[src/rtl/alr_pkg.sv]
// Package: shared state encoding for the alert responder.
// Assumes: included first in compile order.
package alr_pkg;
    typedef enum logic [2:0] {
        ST_IDLE,   // waiting for START
        ST_ADDR,   // shifting in the address byte
        ST_ACK,    // acknowledging the alert poll
        ST_TX,     // sending the response byte
        ST_REL,    // releasing SDA after the last bit
        ST_CACK,   // controller's acknowledge clock
        ST_HOLD    // passive until START or STOP
    } alr_state_e;
endpackage

[src/rtl/alr_line_monitor.sv]
// Module: alr_line_monitor
// Synchronizes SCL and SDA into the clock domain and derives SCL edges
// and START/STOP conditions. Assumes the bus is much slower than clk.
module alr_line_monitor #(
    parameter int SYNC_STAGES = 2
) (
    input  logic clk,
    input  logic rst_n,
    input  logic scl_i,
    input  logic sda_i,
    output logic scl_s,
    output logic sda_s,
    output logic scl_rise,
    output logic scl_fall,
    output logic start_det,
    output logic stop_det
);
    logic [SYNC_STAGES-1:0] scl_pipe, sda_pipe;
    logic scl_p, sda_p;

    // Synchronizer chains and one-cycle-delayed copies; lines idle high.
    always_ff @(posedge clk) begin
        if (!rst_n) begin
            scl_pipe <= '1;
            sda_pipe <= '1;
            scl_p    <= 1'b1;
            sda_p    <= 1'b1;
        end else begin
            scl_pipe <= {scl_pipe[SYNC_STAGES-2:0], scl_i};
            sda_pipe <= {sda_pipe[SYNC_STAGES-2:0], sda_i};
            scl_p    <= scl_pipe[SYNC_STAGES-1];
            sda_p    <= sda_pipe[SYNC_STAGES-1];
        end
    end

    // Edge and condition decode from current and previous samples.
    always_comb begin
        scl_s     = scl_pipe[SYNC_STAGES-1];
        sda_s     = sda_pipe[SYNC_STAGES-1];
        scl_rise  = scl_s & ~scl_p;
        scl_fall  = ~scl_s & scl_p;
        start_det = scl_s & scl_p & sda_p & ~sda_s;
        stop_det  = scl_s & scl_p & ~sda_p & sda_s;
    end
endmodule

[src/rtl/alr_resp_fsm.sv]
// Module: alr_resp_fsm
// Recognises the alert poll, acknowledges it, and shifts out
// {address, status bit} MSB first with bitwise arbitration.
// Assumes synchronized inputs from alr_line_monitor.
module alr_resp_fsm
    import alr_pkg::*;
#(
    parameter int               ADDR_W   = 7,
    parameter logic [ADDR_W-1:0] ARA_ADDR = 7'h0C
) (
    input  logic              clk,
    input  logic              rst_n,
    input  logic              scl_s,
    input  logic              sda_s,
    input  logic              scl_rise,
    input  logic              scl_fall,
    input  logic              start_det,
    input  logic              stop_det,
    input  logic              latch_mode,
    input  logic              alert_act,
    input  logic [ADDR_W-1:0] dev_addr,
    input  logic              flag_high,
    output logic              sda_oe,
    output logic              win_pulse
);
    localparam int BYTE_W = ADDR_W + 1;
    localparam int CNT_W  = $clog2(BYTE_W);
    localparam logic [CNT_W-1:0] LAST = CNT_W'(BYTE_W - 1);

    alr_state_e        state_q;
    logic [CNT_W-1:0]  cnt_q;
    logic [BYTE_W-1:0] rx_q, tx_q;
    logic [BYTE_W-1:0] rx_next;
    logic              ack_on_q;

    // Next value of the receive shifter on an SCL rise.
    always_comb rx_next = {rx_q[BYTE_W-2:0], sda_s};

    // Main sequencer: bus conditions first, then per-state bit handling.
    always_ff @(posedge clk) begin
        if (!rst_n) begin
            state_q   <= ST_IDLE;
            cnt_q     <= '0;
            rx_q      <= '0;
            tx_q      <= '0;
            ack_on_q  <= 1'b0;
            sda_oe    <= 1'b0;
            win_pulse <= 1'b0;
        end else begin
            win_pulse <= 1'b0;
            if (start_det) begin
                state_q  <= ST_ADDR;
                cnt_q    <= '0;
                ack_on_q <= 1'b0;
                sda_oe   <= 1'b0;
            end else if (stop_det) begin
                state_q  <= ST_IDLE;
                ack_on_q <= 1'b0;
                sda_oe   <= 1'b0;
            end else begin
                case (state_q)
                    ST_ADDR: if (scl_rise) begin
                        rx_q <= rx_next;
                        if (cnt_q == LAST) begin
                            if (rx_next == {ARA_ADDR, 1'b1} && latch_mode && alert_act) begin
                                state_q <= ST_ACK;
                                tx_q    <= {dev_addr, flag_high};
                            end else begin
                                state_q <= ST_HOLD;
                            end
                        end else begin
                            cnt_q <= cnt_q + 1'b1;
                        end
                    end
                    ST_ACK: if (scl_fall) begin
                        if (!ack_on_q) begin
                            ack_on_q <= 1'b1;
                            sda_oe   <= 1'b1;
                        end else begin
                            ack_on_q <= 1'b0;
                            state_q  <= ST_TX;
                            cnt_q    <= '0;
                            sda_oe   <= ~tx_q[BYTE_W-1];
                        end
                    end
                    ST_TX: begin
                        if (scl_rise) begin
                            if (!sda_oe && !sda_s) state_q <= ST_HOLD;
                            else if (cnt_q == LAST) state_q <= ST_REL;
                            else cnt_q <= cnt_q + 1'b1;
                        end else if (scl_fall) begin
                            sda_oe <= ~tx_q[LAST - cnt_q];
                        end
                    end
                    ST_REL: if (scl_fall) begin
                        sda_oe  <= 1'b0;
                        state_q <= ST_CACK;
                    end
                    ST_CACK: if (scl_rise) begin
                        win_pulse <= 1'b1;
                        state_q   <= ST_HOLD;
                    end
                    default: ;
                endcase
            end
        end
    end

    // SDA may only start being pulled while SCL is low.
    assert_oe_rise_scl_low_R5: assert property (@(posedge clk) disable iff (!rst_n)
        $rose(sda_oe) |-> !scl_s);
    // SDA is only pulled in the acknowledge and transmit phases.
    assert_oe_only_responding_R2: assert property (@(posedge clk) disable iff (!rst_n)
        sda_oe |-> (state_q == ST_ACK || state_q == ST_TX || state_q == ST_REL));
    // After a lost bit the drive stays off.
    assert_lost_stays_released_R6: assert property (@(posedge clk) disable iff (!rst_n)
        (state_q == ST_TX && scl_rise && !sda_oe && !sda_s) |=> !sda_oe);
    // A completed win never follows from a passive state.
    assert_win_only_from_cack_R7: assert property (@(posedge clk) disable iff (!rst_n)
        win_pulse |-> $past(state_q) == ST_CACK);
endmodule

[src/rtl/alr_responder.sv]
// Module: alr_responder (top)
// Holds the alert latch behind int_n and joins the line monitor with
// the response sequencer. Assumes an open-drain SDA pad outside.
module alr_responder #(
    parameter int SYNC_STAGES = 2
) (
    input  logic       clk,
    input  logic       rst_n,
    input  logic       scl_i,
    input  logic       sda_i,
    input  logic [6:0] dev_addr,
    input  logic       latch_mode,
    input  logic       flag_high,
    input  logic       irq_pending,
    output logic       sda_oe,
    output logic       int_n
);
    logic scl_s, sda_s, scl_rise, scl_fall, start_det, stop_det;
    logic win_pulse, alert_q, irq_q;

    alr_line_monitor #(.SYNC_STAGES(SYNC_STAGES)) u_mon (
        .clk(clk), .rst_n(rst_n), .scl_i(scl_i), .sda_i(sda_i),
        .scl_s(scl_s), .sda_s(sda_s), .scl_rise(scl_rise), .scl_fall(scl_fall),
        .start_det(start_det), .stop_det(stop_det)
    );

    alr_resp_fsm #(.ADDR_W(7), .ARA_ADDR(7'h0C)) u_fsm (
        .clk(clk), .rst_n(rst_n), .scl_s(scl_s), .sda_s(sda_s),
        .scl_rise(scl_rise), .scl_fall(scl_fall),
        .start_det(start_det), .stop_det(stop_det),
        .latch_mode(latch_mode), .alert_act(alert_q),
        .dev_addr(dev_addr), .flag_high(flag_high),
        .sda_oe(sda_oe), .win_pulse(win_pulse)
    );

    // Alert latch: armed by a rising pending edge, cleared only by a win.
    always_ff @(posedge clk) begin
        if (!rst_n) begin
            alert_q <= 1'b0;
            irq_q   <= 1'b0;
        end else begin
            irq_q <= irq_pending;
            if (irq_pending && !irq_q) alert_q <= 1'b1;
            else if (win_pulse)        alert_q <= 1'b0;
        end
    end

    // Active-low interrupt view of the latch.
    always_comb int_n = ~alert_q;

    // Interrupt is released only right after a won transfer.
    assert_int_release_after_win_R7: assert property (@(posedge clk) disable iff (!rst_n)
        $rose(int_n) |-> $past(win_pulse));
    // A pending edge arms the interrupt on the next clock.
    assert_int_armed_on_edge_R8: assert property (@(posedge clk) disable iff (!rst_n)
        (irq_pending && !irq_q) |=> !int_n);
endmodule

[config.mk]
export PLATFORM = sky130hd
export DESIGN_NAME = alr_responder
export DESIGN_NICKNAME = d
export VERILOG_FILES = /design/src/rtl/alr_pkg.sv /design/src/rtl/alr_line_monitor.sv /design/src/rtl/alr_resp_fsm.sv /design/src/rtl/alr_responder.sv
export SDC_FILE = /design/constraint.sdc
export NUM_CORES = 1
export LEC_CHECK = 0
export BUFFER_PORTS_ARGS = -buffer_cell sky130_fd_sc_hd__buf_4
export CORE_MARGIN = 3
export CORE_UTILIZATION = 55
export DETAILED_ROUTE_END_ITERATION = 16
export HOLD_SLACK_MARGIN = 0.08
export PLACE_DENSITY = 0.72
export SYNTH_ARGS = -nofsm -noshare
export SYNTH_HDL_FRONTEND = slang
export SYNTH_HIERARCHICAL = 1
export SYNTH_SLANG_ARGS = --single-unit
[constraint.sdc]
create_clock -name clk -period 3.1 [get_ports clk]
set_clock_uncertainty 0.1 [all_clocks]
set_input_delay 0.31 -clock clk [delete_from_list [all_inputs] [get_ports clk]]
set_output_delay 0.31 -clock clk [all_outputs]
set_load 0.005 [all_outputs]
==> run summary, run 1 <==
Register area share after synthesis: 41.6%
Yosys top cell by area: dfxtp_1
Area of the multi-input gates: 842 sq um
Worst setup SP type: flip-flop
Net Sw Frac: 32.1%
Area grow syn2layout: 13.4%
Max Cap Viol: 0
Main synth FF type: dfxtp_1
GR Util All Layers: 20.9%
Minimum clock period: 2.17 ns
Vias in the first global route: 1222
Comb pwr share: 24.6%
Core Footprint: 2570 sq um
Internal power: 0.000720 W
Clock sinks: 32
Syn_nets: 189
FF-to-FF setup slack: 0.93 ns
Status: completed
CP Data Required Time: 3.21 ns
Max_slew headroom: 51.8%
Post-DP HPWL: 2390 um
H-tree depth: 2
Tcrit/Tclk final: 70.0%
Seq. cell area: 641 sq um
Gr ovfl total: 0
Synth top area cells: dfxtp_1 (42%), nand3_1 (5.8%), a21oi_1 (5.2%)
First-pass GRT wire length: 5480 um
Slew Limit Fails: 0
Drt first-iter violations: 76
RSZ-0062 raised after global routing: false
Ys async rst share: 0%
N_diodes: 0
Die area: 3470 sq um
Unique masters post-synth: 44
RD Place Congestion: 0.905
Clock Latency Late Sink: 0.33 ns
Final Net Count: 204
Starting Density: 60.0%
Share of the synthesized area in the top cell type: 41.6%
Num CTS Buffers: 5
P_leak: 0.619 nW
Die W: 58.9 um
Port bufs: 15
CTS tree: yes
PD cells: 607 nW/um^2
CP cell instances: and4b_1 -> nor4_4 -> nand3_1 -> o21ai_1 -> a21oi_1
Setup CP Type: reg -> reg
Critical path arrival: 2.28 ns
Clock transition at path regs: 0.10 ns
Initial antenna violation count: 0
Synth Warn #: 6
Final TNS setup: 0 ns
Routed length per placed instance: 15.1 um
WL final: 3300 um
CTS max path bufs: 2
Detailed Routing Iterations Pass 1: 4
Worst-Margin Slew: 0.716 ns
Clk network pwr share: 29.4%
Std-Cell Rows: 18
# setup viols final: 0
Final core occ: 68.1%
Post-synth EDFFs: 0
CP max stage delay: 0.49 ns
Sequential share of power: 46.0%
Sw power: 0.000340 W
Pin count of the biggest net entering global routing: 21
Cell Area, Synth: 1540 sq um
Chip Height: 58.9 um
Highest clock rate: 461 MHz
WHS: 0.0924 ns
DRC: 0
Worst hold path type: in -> reg
Syn_area_per_cell: 8.91 sq um
FILL cells: 232
Io pins: 16
Share of post-route cells with drive strength above 1: 15.9%
Placed cells: 209
Slowest-stage cell, CP: nor4_4
Hold Violations, Final: 0
Crit path capture type: flip-flop
Vias per cell: 6.16
Syn Inst Count: 173
Final Non-Filler Cells: 219
Vias: 1348
Crit Path Max Fanout: 10
Flop and latch count out of synthesis: 32
Routed Antenna Nets: 0
Worst vdd ir: 635 uV
Root buffer cell: clkbuf_4
cell type report:
| type | count | area share (%) |
|---|---|---|
| clock inverters | 2 | 2.00 |
| well taps | 30 | 2.15 |
| multi-input cells | 127 | 48.2 |
| clock buffers | 6 | 2.36 |
| inverters | 5 | 1.07 |
| flip-flops and latches | 32 | 36.6 |
| repair buffers | 17 | 7.59 |
critical path: cells and delay by family, from the launching register on:
kind / cells / cell delay [ns]
flip-flops: 1 / 0.42
AO/OA/AOI/OAI: 2 / 0.37
AND/OR/NAND/NOR: 3 / 1.16
final timing paths:
path | start | end | cells past startpoint
worst max-delay path | u_mon/sda_pipe[1] | u_fsm/tx_q[1] | 5
worst min-delay path | irq_pending | irq_q | 2
worst max register to register | u_mon/sda_pipe[1] | u_fsm/tx_q[1] | 5
worst min register to register | u_mon/scl_pipe[0] | u_mon/scl_pipe[1] | 1
power groups by stage:
stage	logic, W	registers [W]	clock network (W)
floorplan	0.000248	0.000449	0
global placement	0.000250	0.000494	0
detailed placement	0.000255	0.000494	0
CTS	0.000259	0.000485	0.000318
global route	0.000289	0.000490	0.000337
finish	0.000261	0.000487	0.000312
synth_stat cells (2+ instances only):
cell type,n
dfxtp_1,32
clkbuf_1,4
ha_1,2
nor3_1,2
o211ai_1,4
nor2_1,3
buf_2,4
inv_1,4
mux2i_1,5
and4b_1,2
nor2b_1,3
o21a_1,2
nand2_1,18
mux4_2,2
nand2b_1,12
and2_1,2
nand3_1,18
o21ai_1,9
and3_1,2
a21oi_1,16
o22ai_1,2
or4_1,2
a22oi_1,2
per-layer routing:
metal | vias up | share of wire (%) | GRT usage [%]
met5 | - | 0 | 0
met3 | 5 | 8.0 | 6.14
met2 | 61 | 46 | 31.2
met1 | 614 | 45 | 28.2
li1 | 668 | - | -
met4 | 0 | 1.2 | 8.41
metrics by stage:
step	worst slack (ns)	total power [W]	area, sq um
floorplan	1.31	0.000697	1540
global placement	1.10	0.000745	1650
detailed placement	0.951	0.000749	1650
CTS	0.935	0.00106	1750
global route	0.754	0.00112	1750
finish	0.929	0.00106	1750
flip-flops by register name (all words and copies together), names as in the netlist:
name             count
u_fsm/state_q        3
u_fsm/sda_oe         1
u_mon/sda_p          1
u_mon/scl_pipe       2
u_mon/scl_p          1
u_mon/sda_pipe       2
alert_q              1
irq_q                1
u_fsm/cnt_q          3
u_fsm/tx_q           8
u_fsm/ack_on_q       1
u_fsm/win_pulse      1
u_fsm/rx_q           7
cells in the final DEF (no fill, tap or decap), types with 2 or more instances in the layout:
cell and count:
clkbuf_4 5, dfxtp_1 32, buf_4 15, o22ai_1 2
o21a_1 2, a22oi_1 2, nor2b_1 3, o211ai_1 4
nor2_1 3, or4_1 2, a21oi_1 16, mux2i_1 5
ha_1 2, nand2b_1 12, and4b_1 2, and2_1 2
nor3_1 2, o21ai_1 9, nand3_1 18, dlygate4sd3_1 2
and3_1 2, inv_1 4, mux4_2 2, nand2_1 18
what timing repair did:
action                    4_1_cts  5_1_grt
buffers inserted                0        0
hold buffers                    2        0
gates resized for setup         0        0
hold endpoints to repair        2        0
cell families after synthesis:
group	synth area share (%)
xor+xnor	0.568
compound gates	20.0
fa+ha+maj	1.62
mux	6.17
flops	41.6
simple gates	26.3
buf+inv	3.81
Note: power is estimated with default switching activity, not from simulation.
==> run 2, diff against run 1 <==
==> constraint.sdc (replaced) <==
create_clock -name clk -period 2.1 [get_ports clk]
set_clock_uncertainty 0.1 [all_clocks]
set_input_delay 0.21 -clock clk [delete_from_list [all_inputs] [get_ports clk]]
set_output_delay 0.21 -clock clk [all_outputs]
set_load 0.005 [all_outputs]
==> run 2 against run 1 <==
Against the previous run: sequential power rose by 46%; combinational power increased by 74%; hold slack improved by 0.24 ns.
==> run summary, run 2 (synthesis gave the netlist of run 1 again) <==
Highest clock rate: 506 MHz
Pin count of the biggest net entering global routing: 21
Max_slew headroom: 68.3%
Seq. cell area: 641 sq um
Vias per cell: 5.93
Top reg by flops: u_fsm/tx_q
Commonest non-fill, non-tap cells in the layout: dfxtp_1 (32), buf_4 (20), nand2_1 (18), nand3_1 (18), a21oi_1 (16)
Chip Height: 58.9 um
Max Cap Viol: 0
RSZ-0062 raised after global routing: false
CTS max path bufs: 2
WL final: 3550 um
Most common library cell in the layout ignoring fill and taps: dfxtp_1
# setup viols final: 0
Worst-Margin Slew: 0.472 ns
P_leak: 0.686 nW
Detailed Routing Iterations Pass 1: 4
Root buffer cell: clkbuf_4
Drt first-iter violations: 59
Status: completed
Starting Density: 60.0%
Vias in the first global route: 1379
Hold endpoint: u_mon/scl_pipe[1]
Min-Delay Path Depth: 1
Final Net Count: 222
GR Util All Layers: 23.8%
Routed length per placed instance: 15.0 um
First-pass GRT wire length: 6120 um
Tcrit/Tclk final: 94.1%
Largest registers: u_fsm/tx_q (8), u_fsm/rx_q (7)
Area grow syn2layout: 23.6%
Initial antenna violation count: 0
Num CTS Buffers: 5
Clock sinks: 32
CP Data Required Time: 2.24 ns
H-tree depth: 2
Area of the multi-input gates: 842 sq um
Clock Latency Late Sink: 0.34 ns
Number of flip-flops in the largest register: 8
CP max stage delay: 0.58 ns
Hold Violations, Final: 0
Slew Limit Fails: 0
FF-to-FF End: u_fsm/state_q[2]
Die area: 3470 sq um
Port bufs: 15
Setup WS post-layout: 0.124 ns
Setup CP Type: reg -> reg
Clock transition at path regs: 0.10 ns
Worst hold path type: reg -> reg
Critical path arrival: 2.11 ns
Core Footprint: 2570 sq um
Die W: 58.9 um
Crit Path Max Fanout: 9
CTS tree: yes
Routed Antenna Nets: 0
CP cell instances: or4_4 -> or4_1 -> mux2i_1 -> o22ai_1
Std-Cell Rows: 18
Final core occ: 74.2%
RD Place Congestion: 0.906
Register-to-Register Path Depth: 4
FILL cells: 192
Slowest-stage cell, CP: or4_1
FF-to-FF setup slack: 0.12 ns
Crit path capture type: flip-flop
N_diodes: 0
Post-DP HPWL: 2470 um
Minimum clock period: 1.98 ns
Share of post-route cells with drive strength above 1: 17.4%
Worst setup SP type: flip-flop
DRC: 0
RR Startpoint: u_fsm/rx_q[5]
PD cells: 811 nW/um^2
Hold_sp: u_mon/scl_pipe[0]
Io pins: 16
Pre-CTS setup slack: 0.174 ns
Gr ovfl total: 0
Final TNS setup: 0 ns
Worst vdd ir: 635 uV
Vias: 1405
## run 2: cell count changes in the layout (fill, tap and decap cells not counted), sizes merged
cell         change
clkinv           -1
dlygate4sd3     +13
clkinvlp         +2
buf              +5
bufinv           -1
## run 2: area by class of cell
| class | instances | area share, % |
|---|---|---|
| well taps | 30 | 1.97 |
| flip-flops and latches | 32 | 33.6 |
| clock inverters | 2 | 0.788 |
| repair buffers | 35 | 15.8 |
| multi-input cells | 127 | 44.2 |
| inverters | 5 | 0.985 |
| clock buffers | 6 | 2.69 |
## run 2: what timing repair did
item	CTS	global route
endpoints found under the hold margin	16	0
resized for setup	0	0
hold buffers	15	0
buffers inserted	0	0
## run 2: per-layer routing
metal | part of all wire [%] | track usage (%)
met1 | 43 | 28.3
met2 | 50 | 39.4
met3 | 5.5 | 7.24
met4 | 2.1 | 10.4
met5 | 0 | 0
## run 2: how the worst max path moves through the flow
stage	from	endpoint	slack, ns	cells past startpoint
final	u_fsm/rx_q[5]	u_fsm/state_q[2]	0.12	4
after global routing	u_mon/sda_pipe[1]	u_fsm/tx_q[5]	0.04	5
after CTS	u_fsm/rx_q[5]	u_fsm/state_q[2]	0.17	4
after detailed placement	u_fsm/rx_q[6]	u_fsm/state_q[2]	0.17	4
after global placement	u_fsm/rx_q[6]	u_fsm/state_q[2]	0.20	4
after floorplan	u_fsm/rx_q[6]	u_fsm/state_q[2]	0.31	5
## run 2: report_power, final
| group | total [W] | switching (W) | internal [W] |
|---|---|---|---|
| sequential | 0.000710 | 0.0000698 | 0.000640 |
| combinational | 0.000453 | 0.000240 | 0.000213 |
| clock | 0.000382 | 0.000220 | 0.000162 |
| total | 0.00155 | 0.000530 | 0.00102 |
## run 2: critical path, delay by kind of cell (launching register included)
family / cells / cell delay [ns]
AOI/OAI and AO/OA: 1 / 0.10
and+or+nand+nor: 2 / 1.09
DFF: 1 / 0.34
muxes: 1 / 0.23
## run 2: stage by stage
| stage | total power, W | hold slack (ns) | instance area [sq um] | instances |
|---|---|---|---|---|
| 2_1_floorplan | 0.00103 | 0.183 | 1540 | 173 |
| 3_3_place_gp | 0.00113 | 0.288 | 1690 | 214 |
| 3_5_place_dp | 0.00114 | 0.301 | 1690 | 214 |
| 4_1_cts | 0.00155 | 0.323 | 1910 | 237 |
| 5_1_grt | 0.00165 | 0.358 | 1910 | 237 |
| 6_report | 0.00155 | 0.335 | 1910 | 237 |
